===== src/rtl/pdec_pkg.sv =====
`timescale 1ns/1ps
package pdec_pkg;
  localparam int WORD_W  = 32;
  localparam int REG_W   = 5;
  localparam int AR_W    = 3;
  localparam int MOD_W   = 5;
  localparam int DISP_W  = 8;
  localparam int HALF_W  = 16;
  localparam int ABS_W   = 24;
  localparam int PAGE_W  = 24;
  localparam int VEC_W   = 5;
  localparam logic [23:0] PAGE_LOAD_KEY = 24'h087000;

  typedef enum logic [2:0] {
    CLS_TWO_OP    = 3'd0,
    CLS_THREE_OP  = 3'd1,
    CLS_BRANCH    = 3'd2,
    CLS_PAR_MAC   = 3'd3,
    CLS_PAR_STORE = 3'd4
  } iclass_e;

  typedef enum logic [2:0] {
    BK_NONE  = 3'd0,
    BK_ABS   = 3'd1,
    BK_COND  = 3'd2,
    BK_DEC   = 3'd3,
    BK_TRAP  = 3'd4,
    BK_OTHER = 3'd5
  } brkind_e;

  typedef struct packed {
    logic [MOD_W-1:0] modf;
    logic [AR_W-1:0]  ar;
  } ind_short_t;
endpackage


===== src/rtl/pdec_class.sv =====
`timescale 1ns/1ps
module pdec_class
  import pdec_pkg::*;
(
  input  logic [2:0] prefix,
  output iclass_e    cls
);
  // Variable-width prefix: two bits when the top bit is set, three otherwise.
  always_comb begin
    if (prefix[2]) begin
      cls = prefix[1] ? CLS_PAR_STORE : CLS_PAR_MAC;
    end else begin
      unique case (prefix[1:0])
        2'b01:   cls = CLS_THREE_OP;
        2'b11:   cls = CLS_BRANCH;
        default: cls = CLS_TWO_OP;
      endcase
    end
  end
endmodule


===== src/rtl/pdec_operand.sv =====
`timescale 1ns/1ps
module pdec_operand
  import pdec_pkg::*;
#(
  parameter int IMM_W = 32
) (
  input  logic [WORD_W-1:0] word,
  input  logic              is_par_store,
  output logic [1:0]        amode,
  output logic [REG_W-1:0]  dst_reg,
  output logic [REG_W-1:0]  src_reg,
  output logic [IMM_W-1:0]  imm_zext,
  output logic [IMM_W-1:0]  imm_sext,
  output logic [MOD_W-1:0]  ind_mod,
  output logic [AR_W-1:0]   ind_ar,
  output logic [DISP_W-1:0] ind_disp,
  output ind_short_t        lo_ind,
  output ind_short_t        hi_ind,
  output logic              page_load,
  output logic [PAGE_W-1:0] page_val,
  output logic [1:0]        par_route,
  output logic [1:0]        par_dst_a,
  output logic [1:0]        par_dst_b
);
  localparam int IMM_PAD = IMM_W - HALF_W;
  logic [HALF_W-1:0] half;

  assign half     = word[HALF_W-1:0];
  assign amode    = word[22:21];
  assign dst_reg  = word[20:16];
  assign src_reg  = word[REG_W-1:0];

  generate
    if (IMM_PAD > 0) begin : g_imm_wide
      assign imm_zext = {{IMM_PAD{1'b0}}, half};
      assign imm_sext = {{IMM_PAD{half[HALF_W-1]}}, half};
    end else begin : g_imm_exact
      assign imm_zext = half;
      assign imm_sext = half;
    end
  endgenerate

  // Wide indirect operand occupies the whole low half.
  assign ind_mod  = half[15:11];
  assign ind_ar   = half[10:8];
  assign ind_disp = half[7:0];

  // Two packed short indirect operands, one per byte.
  assign lo_ind.modf = half[7:3];
  assign lo_ind.ar   = half[2:0];
  assign hi_ind.modf = half[15:11];
  assign hi_ind.ar   = half[10:8];

  assign page_load = (word[WORD_W-1:8] == PAGE_LOAD_KEY);
  assign page_val  = page_load ? {word[7:0], 16'h0000} : '0;

  always_comb begin
    par_route = 2'b00;
    par_dst_a = 2'b00;
    par_dst_b = 2'b00;
    if (is_par_store) begin
      par_route = word[25:24];
      par_dst_a = {1'b0, word[23]};
      par_dst_b = {1'b1, word[22]};
    end
  end
endmodule


===== src/rtl/pdec_branch.sv =====
`timescale 1ns/1ps
module pdec_branch
  import pdec_pkg::*;
#(
  parameter int PC_W = 24
) (
  input  logic [28:0]      bits,
  input  logic [PC_W-1:0]  pc,
  input  logic             is_branch,
  output brkind_e          kind,
  output logic             tgt_valid,
  output logic [PC_W-1:0]  tgt,
  output logic [VEC_W-1:0] trap_vec,
  output logic [AR_W-1:0]  dec_ar
);
  localparam int OFF_PAD = PC_W - HALF_W;
  localparam int ABS_PAD = PC_W - ABS_W;

  logic            pcrel, delayed;
  logic [PC_W-1:0] off_ext, abs_tgt, rel_tgt, slot_adj;

  assign pcrel   = bits[25];
  assign delayed = bits[21];

  generate
    if (OFF_PAD > 0) begin : g_off_ext
      assign off_ext = {{OFF_PAD{bits[15]}}, bits[15:0]};
    end else begin : g_off_raw
      assign off_ext = bits[15:0];
    end
    if (ABS_PAD > 0) begin : g_abs_ext
      assign abs_tgt = {{ABS_PAD{1'b0}}, bits[23:0]};
    end else if (ABS_PAD == 0) begin : g_abs_raw
      assign abs_tgt = bits[23:0];
    end else begin : g_abs_trunc
      assign abs_tgt = bits[PC_W-1:0];
    end
  endgenerate

  // Delayed branches skip the slot instructions that follow.
  assign slot_adj = delayed ? PC_W'(3) : PC_W'(1);
  assign rel_tgt  = pc + slot_adj + off_ext;

  always_comb begin
    kind = BK_NONE;
    if (is_branch) begin
      unique case (bits[28:26])
        3'b000, 3'b001: kind = BK_ABS;
        3'b010:         kind = BK_COND;
        3'b011:         kind = BK_DEC;
        3'b100, 3'b101: kind = BK_TRAP;
        default:        kind = BK_OTHER;
      endcase
    end
  end

  always_comb begin
    tgt_valid = 1'b0;
    tgt       = '0;
    unique case (kind)
      BK_ABS: begin
        tgt_valid = 1'b1;
        tgt       = abs_tgt;
      end
      BK_COND, BK_DEC: begin
        tgt_valid = pcrel;
        tgt       = pcrel ? rel_tgt : '0;
      end
      default: ;
    endcase
  end

  assign trap_vec = (kind == BK_TRAP) ? bits[VEC_W-1:0] : '0;
  assign dec_ar   = (kind == BK_DEC)  ? bits[24:22]     : '0;
endmodule


===== src/rtl/instr_predecoder.sv =====
`timescale 1ns/1ps
module instr_predecoder
  import pdec_pkg::*;
#(
  parameter int PC_W  = 24,
  parameter int IMM_W = 32
) (
  input  logic              clk,
  input  logic              rst,
  input  logic              in_valid,
  output logic              in_ready,
  input  logic [31:0]       in_word,
  input  logic [PC_W-1:0]   in_pc,
  output logic              out_valid,
  input  logic              out_ready,
  output logic [2:0]        out_cls,
  output logic [1:0]        out_amode,
  output logic [4:0]        out_dst_reg,
  output logic [4:0]        out_src_reg,
  output logic [IMM_W-1:0]  out_imm_zext,
  output logic [IMM_W-1:0]  out_imm_sext,
  output logic [4:0]        out_ind_mod,
  output logic [2:0]        out_ind_ar,
  output logic [7:0]        out_ind_disp,
  output logic [4:0]        out_lo_mod,
  output logic [2:0]        out_lo_ar,
  output logic [4:0]        out_hi_mod,
  output logic [2:0]        out_hi_ar,
  output logic              out_page_load,
  output logic [23:0]       out_page_val,
  output logic [1:0]        out_par_route,
  output logic [1:0]        out_par_dst_a,
  output logic [1:0]        out_par_dst_b,
  output logic [2:0]        out_br_kind,
  output logic [4:0]        out_trap_vec,
  output logic [2:0]        out_dec_ar,
  output logic              out_tgt_valid,
  output logic [PC_W-1:0]   out_tgt
);
  iclass_e           cls_d;
  brkind_e           kind_d;
  logic [1:0]        amode_d, route_d, dst_a_d, dst_b_d;
  logic [REG_W-1:0]  dst_d, src_d;
  logic [IMM_W-1:0]  immz_d, imms_d;
  logic [MOD_W-1:0]  imod_d;
  logic [AR_W-1:0]   iar_d, dec_ar_d;
  logic [DISP_W-1:0] idisp_d;
  ind_short_t        lo_d, hi_d;
  logic              page_d, tgt_v_d;
  logic [PAGE_W-1:0] page_val_d;
  logic [PC_W-1:0]   tgt_d;
  logic [VEC_W-1:0]  trap_d;
  logic              accept;

  pdec_class u_class (
    .prefix (in_word[31:29]),
    .cls    (cls_d)
  );

  pdec_operand #(.IMM_W(IMM_W)) u_operand (
    .word         (in_word),
    .is_par_store (cls_d == CLS_PAR_STORE),
    .amode        (amode_d),
    .dst_reg      (dst_d),
    .src_reg      (src_d),
    .imm_zext     (immz_d),
    .imm_sext     (imms_d),
    .ind_mod      (imod_d),
    .ind_ar       (iar_d),
    .ind_disp     (idisp_d),
    .lo_ind       (lo_d),
    .hi_ind       (hi_d),
    .page_load    (page_d),
    .page_val     (page_val_d),
    .par_route    (route_d),
    .par_dst_a    (dst_a_d),
    .par_dst_b    (dst_b_d)
  );

  pdec_branch #(.PC_W(PC_W)) u_branch (
    .bits      (in_word[28:0]),
    .pc        (in_pc),
    .is_branch (cls_d == CLS_BRANCH),
    .kind      (kind_d),
    .tgt_valid (tgt_v_d),
    .tgt       (tgt_d),
    .trap_vec  (trap_d),
    .dec_ar    (dec_ar_d)
  );

  assign in_ready = !out_valid || out_ready;
  assign accept   = in_valid && in_ready;

  always_ff @(posedge clk) begin
    if (rst) begin
      out_valid <= 1'b0;
    end else if (in_ready) begin
      out_valid <= in_valid;
    end
  end

  // Payload has no reset: it is only looked at while out_valid is set.
  always_ff @(posedge clk) begin
    if (accept) begin
      out_cls       <= cls_d;
      out_amode     <= amode_d;
      out_dst_reg   <= dst_d;
      out_src_reg   <= src_d;
      out_imm_zext  <= immz_d;
      out_imm_sext  <= imms_d;
      out_ind_mod   <= imod_d;
      out_ind_ar    <= iar_d;
      out_ind_disp  <= idisp_d;
      out_lo_mod    <= lo_d.modf;
      out_lo_ar     <= lo_d.ar;
      out_hi_mod    <= hi_d.modf;
      out_hi_ar     <= hi_d.ar;
      out_page_load <= page_d;
      out_page_val  <= page_val_d;
      out_par_route <= route_d;
      out_par_dst_a <= dst_a_d;
      out_par_dst_b <= dst_b_d;
      out_br_kind   <= kind_d;
      out_trap_vec  <= trap_d;
      out_dec_ar    <= dec_ar_d;
      out_tgt_valid <= tgt_v_d;
      out_tgt       <= tgt_d;
    end
  end


  stall_hold_chk: assert property (@(posedge clk) disable iff (rst)
    (out_valid && !out_ready) |=> (out_valid && $stable(out_cls) &&
      $stable(out_imm_zext) && $stable(out_tgt) && $stable(out_br_kind)));


  accept_valid_chk: assert property (@(posedge clk) disable iff (rst)
    (in_valid && in_ready) |=> out_valid);


  reset_clear_chk: assert property (@(posedge clk) rst |=> !out_valid);


  tgt_class_chk: assert property (@(posedge clk) disable iff (rst)
    (out_valid && out_tgt_valid) |-> (out_cls == CLS_BRANCH));


  page_class_chk: assert property (@(posedge clk) disable iff (rst)
    (out_valid && out_page_load) |-> (out_cls == CLS_TWO_OP && out_amode == 2'b11));


  par_class_chk: assert property (@(posedge clk) disable iff (rst)
    (out_valid && out_cls != CLS_PAR_STORE) |-> (out_par_dst_b == 2'b00));
endmodule


===== config.mk =====
export PLATFORM = sky130hd
export DESIGN_NAME = instr_predecoder
export DESIGN_NICKNAME = d
export VERILOG_FILES = /design/src/rtl/pdec_pkg.sv /design/src/rtl/pdec_class.sv /design/src/rtl/pdec_operand.sv /design/src/rtl/pdec_branch.sv /design/src/rtl/instr_predecoder.sv
export SDC_FILE = /design/constraint.sdc
export NUM_CORES = 1
export LEC_CHECK = 0
export ABC_CLOCK_PERIOD_IN_PS = 5400
export BUFFER_PORTS_ARGS = -buffer_cell sky130_fd_sc_hd__buf_2
export CORE_AREA = 2 2 127 129
export CTS_BUF_LIST = sky130_fd_sc_hd__clkbuf_16
export CTS_CLUSTER_DIAMETER = 30
export DETAILED_ROUTE_END_ITERATION = 12
export DIE_AREA = 0 0 129 131
export GPL_TIMING_DRIVEN = 0
export PLACE_DENSITY_LB_ADDON = 0.12
export SYNTH_ARGS = -nofsm -noshare
export SYNTH_HDL_FRONTEND = slang
export SYNTH_SLANG_ARGS = --single-unit

===== constraint.sdc =====
create_clock -name clk -period 5.4 [get_ports clk]
set_input_delay 0.81 -clock clk [delete_from_list [all_inputs] [get_ports clk]]
set_output_delay 0.81 -clock clk [all_outputs]
set_load 0.005 [all_outputs]

==> results.sh <==
export IMPL_antenna_found_initial=0
export IMPL_hold_viol=0
export IMPL_seq_area_um2=2270
export IMPL_fp_dieH_um=131
export IMPL_hp_class="reg -> reg"
export IMPL_crit_buf_inv=2
export IMPL_cts_setup_buffers=0
export IMPL_place_congestion=0.811
export IMPL_maxSlewHeadroom_pct=61.2
export IMPL_root_buffer="clkbuf_16"
export IMPL_synthMuxAreaShare_pct=1.12
export IMPL_vias=4402
export IMPL_ios=240
export IMPL_grt_setup_unrepaired="no"
export IMPL_cts_htree_levels=3
export IMPL_seq_area_frac_synth_pct=42.3
export IMPL_status="finished clean"
export IMPL_worst_slack_ns=1.93
export IMPL_path_max_fanout=6
export IMPL_grt_pass1_wl_um=21500
export IMPL_ant_nets=0
export IMPL_async_reset_ff_share_pct=0
export IMPL_critPathLaunchType="input pin"
export IMPL_multi_input_area_um2=2290
export IMPL_synth_fa_ha_area_share_pct=11.0
export IMPL_synth_top_family_by_area="buffers and inverters"
export IMPL_grt_pass1_vias=4192
export IMPL_first_pass_iters=4
export IMPL_track_usage_pct=16.6
export IMPL_final_setup_viol_count=0
export IMPL_io_buffers=202
export IMPL_cts_resized=0
export IMPL_fillers=1500
export IMPL_cpMostUsedCell="fa_1"
export IMPL_synthFlopType="edfxtp_1"
export IMPL_worstPathArrival_ns=3.57
export IMPL_cts_buffers=9
export IMPL_yosys_warnings=0
export IMPL_maxCapViolations=0
export IMPL_p_comb_share_pct=24.0
export IMPL_cts_sinks=76
export IMPL_worst_pin_slew_ns=0.579
export IMPL_ctsHoldBuffers=0
export IMPL_overflow=0
export IMPL_powerDensity_nw_per_um2=252
export IMPL_chipWidth_um=129
export IMPL_start_util_pct=34.5
export IMPL_p_sw_w=0.000502
export IMPL_avgSynthCellArea_um2=10.5
export IMPL_cts_reportedPaths_clkPinSlew_ns=0.06
export IMPL_cts_tree="built"
export IMPL_period_share_pct=64.2
export IMPL_drtIter0Drc=255
export IMPL_dp_final_hpwl_um=11100
export IMPL_post_drt_wl_per_cell_um=14.6
export IMPL_synth_xor_area_share_pct=1.47
export IMPL_drive_gt1_share_pct=46.1
export IMPL_synth_seq_cells=76
export IMPL_grt_max_degree=59
export IMPL_dp_slack_ns=1.61
export IMPL_clock_fmax_ghz=0.288
export IMPL_regMostFlops="out_tgt"
export IMPL_p_int_w=0.00130
export IMPL_dieArea_um2=16900
export IMPL_synth_cell_types=63
export IMPL_setup_worst_path_end_class="flop"
export IMPL_mostFrequentLayoutCells="205 x buf_2, 103 x buf_4, 75 x edfxtp_1, 44 x ha_1"
export IMPL_synth_edf_count=75
export IMPL_irDropWorstVdd_mv=0.126
export IMPL_row_count=46
export IMPL_cp_slowest_cell="fa_1"
export IMPL_fin_nets=862
export IMPL_required_ns=5.50
export IMPL_criticalPathCategory="in -> reg"
export IMPL_synth_area_um2=5380
export IMPL_reg_top3="out_tgt x24, out_page_val x8"
export IMPL_largest_register_ff_count=24
export IMPL_sw_frac_of_total_pct=27.9
export IMPL_core_um2=15600
export IMPL_synth_compound_area_share_pct=12.6
export IMPL_postSynthCellCount=510
export IMPL_clock_path_buffers=2
export IMPL_skew_ns=0.00444
export IMPL_drc=0
export IMPL_post_route_min_period_ns=3.47
export IMPL_routed_wl_um=14200
export IMPL_drv_slew=0
export IMPL_crit_chain="buf_2, fa_1, ha_1, inv_1, fa_1, nor2b_2, o31ai_4, a2111oi_0, nor3_2, xnor2_1, a22o_1"
export IMPL_final_common_cell="buf_2"
export IMPL_power_leakage_nw=3.43
export IMPL_max_stage_delay_ns=0.52
export IMPL_viasPerCell=4.51
export IMPL_clockPowerShare_pct=37.1
export IMPL_yosys_area_share_simple_pct=14.1
export IMPL_critPathTopFamily="adder cells"
export IMPL_diodes=0
export IMPL_p_seq_share_pct=38.9
export IMPL_clk_latency_ns=0.34
export IMPL_syn_to_final_growth_pct=32.6
export IMPL_setup_tns_ns=0
## routing by layer
layer,up-vias,share of wire (%),track usage [%]
met2,166,48,28.3
li1,2209,-,-
met5,-,0,0
met1,2012,44,20.8
met3,15,6.3,3.83
met4,0,1.7,5.56
## area by class of cell
cell class	count	area share, %
clock buffers	9	3.16
inverters	14	0.737
flip-flops and latches	76	31.9
clock inverters	7	1.37
repair buffers	203	14.6
well taps	216	3.79
multi-input cells	332	32.2
plain buffers	120	12.4
## worst register-to-register path, delay by kind of cell (launching register included)
| kind | cells | cell delay (ns) |
|---|---|---|
| simple gates | 2 | 0.44 |
| flops | 1 | 0.31 |
| buf+inv | 1 | 0.31 |
## kinds of logic (layout without fill, tap and decap cells)
kind of cell             count (synthesis)  count (layout)
buffers and inverters                  134             353
other                                    1              33
XOR/XNOR                                 9               9
flip-flops                              76              76
multiplexers                             6               6
adder cells (fa/ha/maj)                 46              46
AO/OA/AOI/OAI                           99              99
AND/OR/NAND/NOR                        139             139
## power groups by stage
stage / Sequential [W] / Combinational [W] / Clock [W]
2_1_floorplan: 0.000719 / 0.000274 / 0
3_3_place_gp: 0.000715 / 0.000424 / 0
3_5_place_dp: 0.000713 / 0.000432 / 0
4_1_cts: 0.000700 / 0.000435 / 0.000686
5_1_grt: 0.000704 / 0.000483 / 0.000709
6_report: 0.000700 / 0.000433 / 0.000667
## per-stage QoR
stage / total power, W / hold slack, ns / util, % / instances / cell area, µm²
floorplan: 0.000993 / 0.522 / - / 542 / 5500
global placement: 0.00114 / 0.502 / 43.4 / 960 / 6780
detailed placement: 0.00114 / 0.524 / 43.6 / 961 / 6810
CTS: 0.00182 / 0.535 / 45.7 / 977 / 7130
global route: 0.00190 / 0.571 / 45.7 / 977 / 7130
finish: 0.00180 / 0.524 / 45.7 / 977 / 7130
## cells in the mapped netlist, drive strengths merged (7+ instances only)
master / instances / area (µm²)
buf: 110 / 833
edfxtp: 75 / 2250
ha: 44 / 551
nand2: 33 / 124
a21oi: 29 / 153
o21ai: 25 / 133
nor2: 23 / 93.8
and3: 16 / 106
and2: 15 / 97.6
inv: 14 / 52.6
nor3: 13 / 80.1
nand3: 11 / 55.1
clkbuf: 10 / 47.5
a21o: 8 / 60.1
xnor2: 7 / 61.3
## final timing paths
kind,from,endpoint,slack (ns),depth (start not counted)
max reg2reg,out_valid,out_trap_vec[0],3.97,3
min reg2reg,out_valid,out_valid,0.52,2
min,out_valid,out_valid,0.52,2
max,in_word[21],out_tgt[15],1.93,11
(Power assumes the default switching activity.)
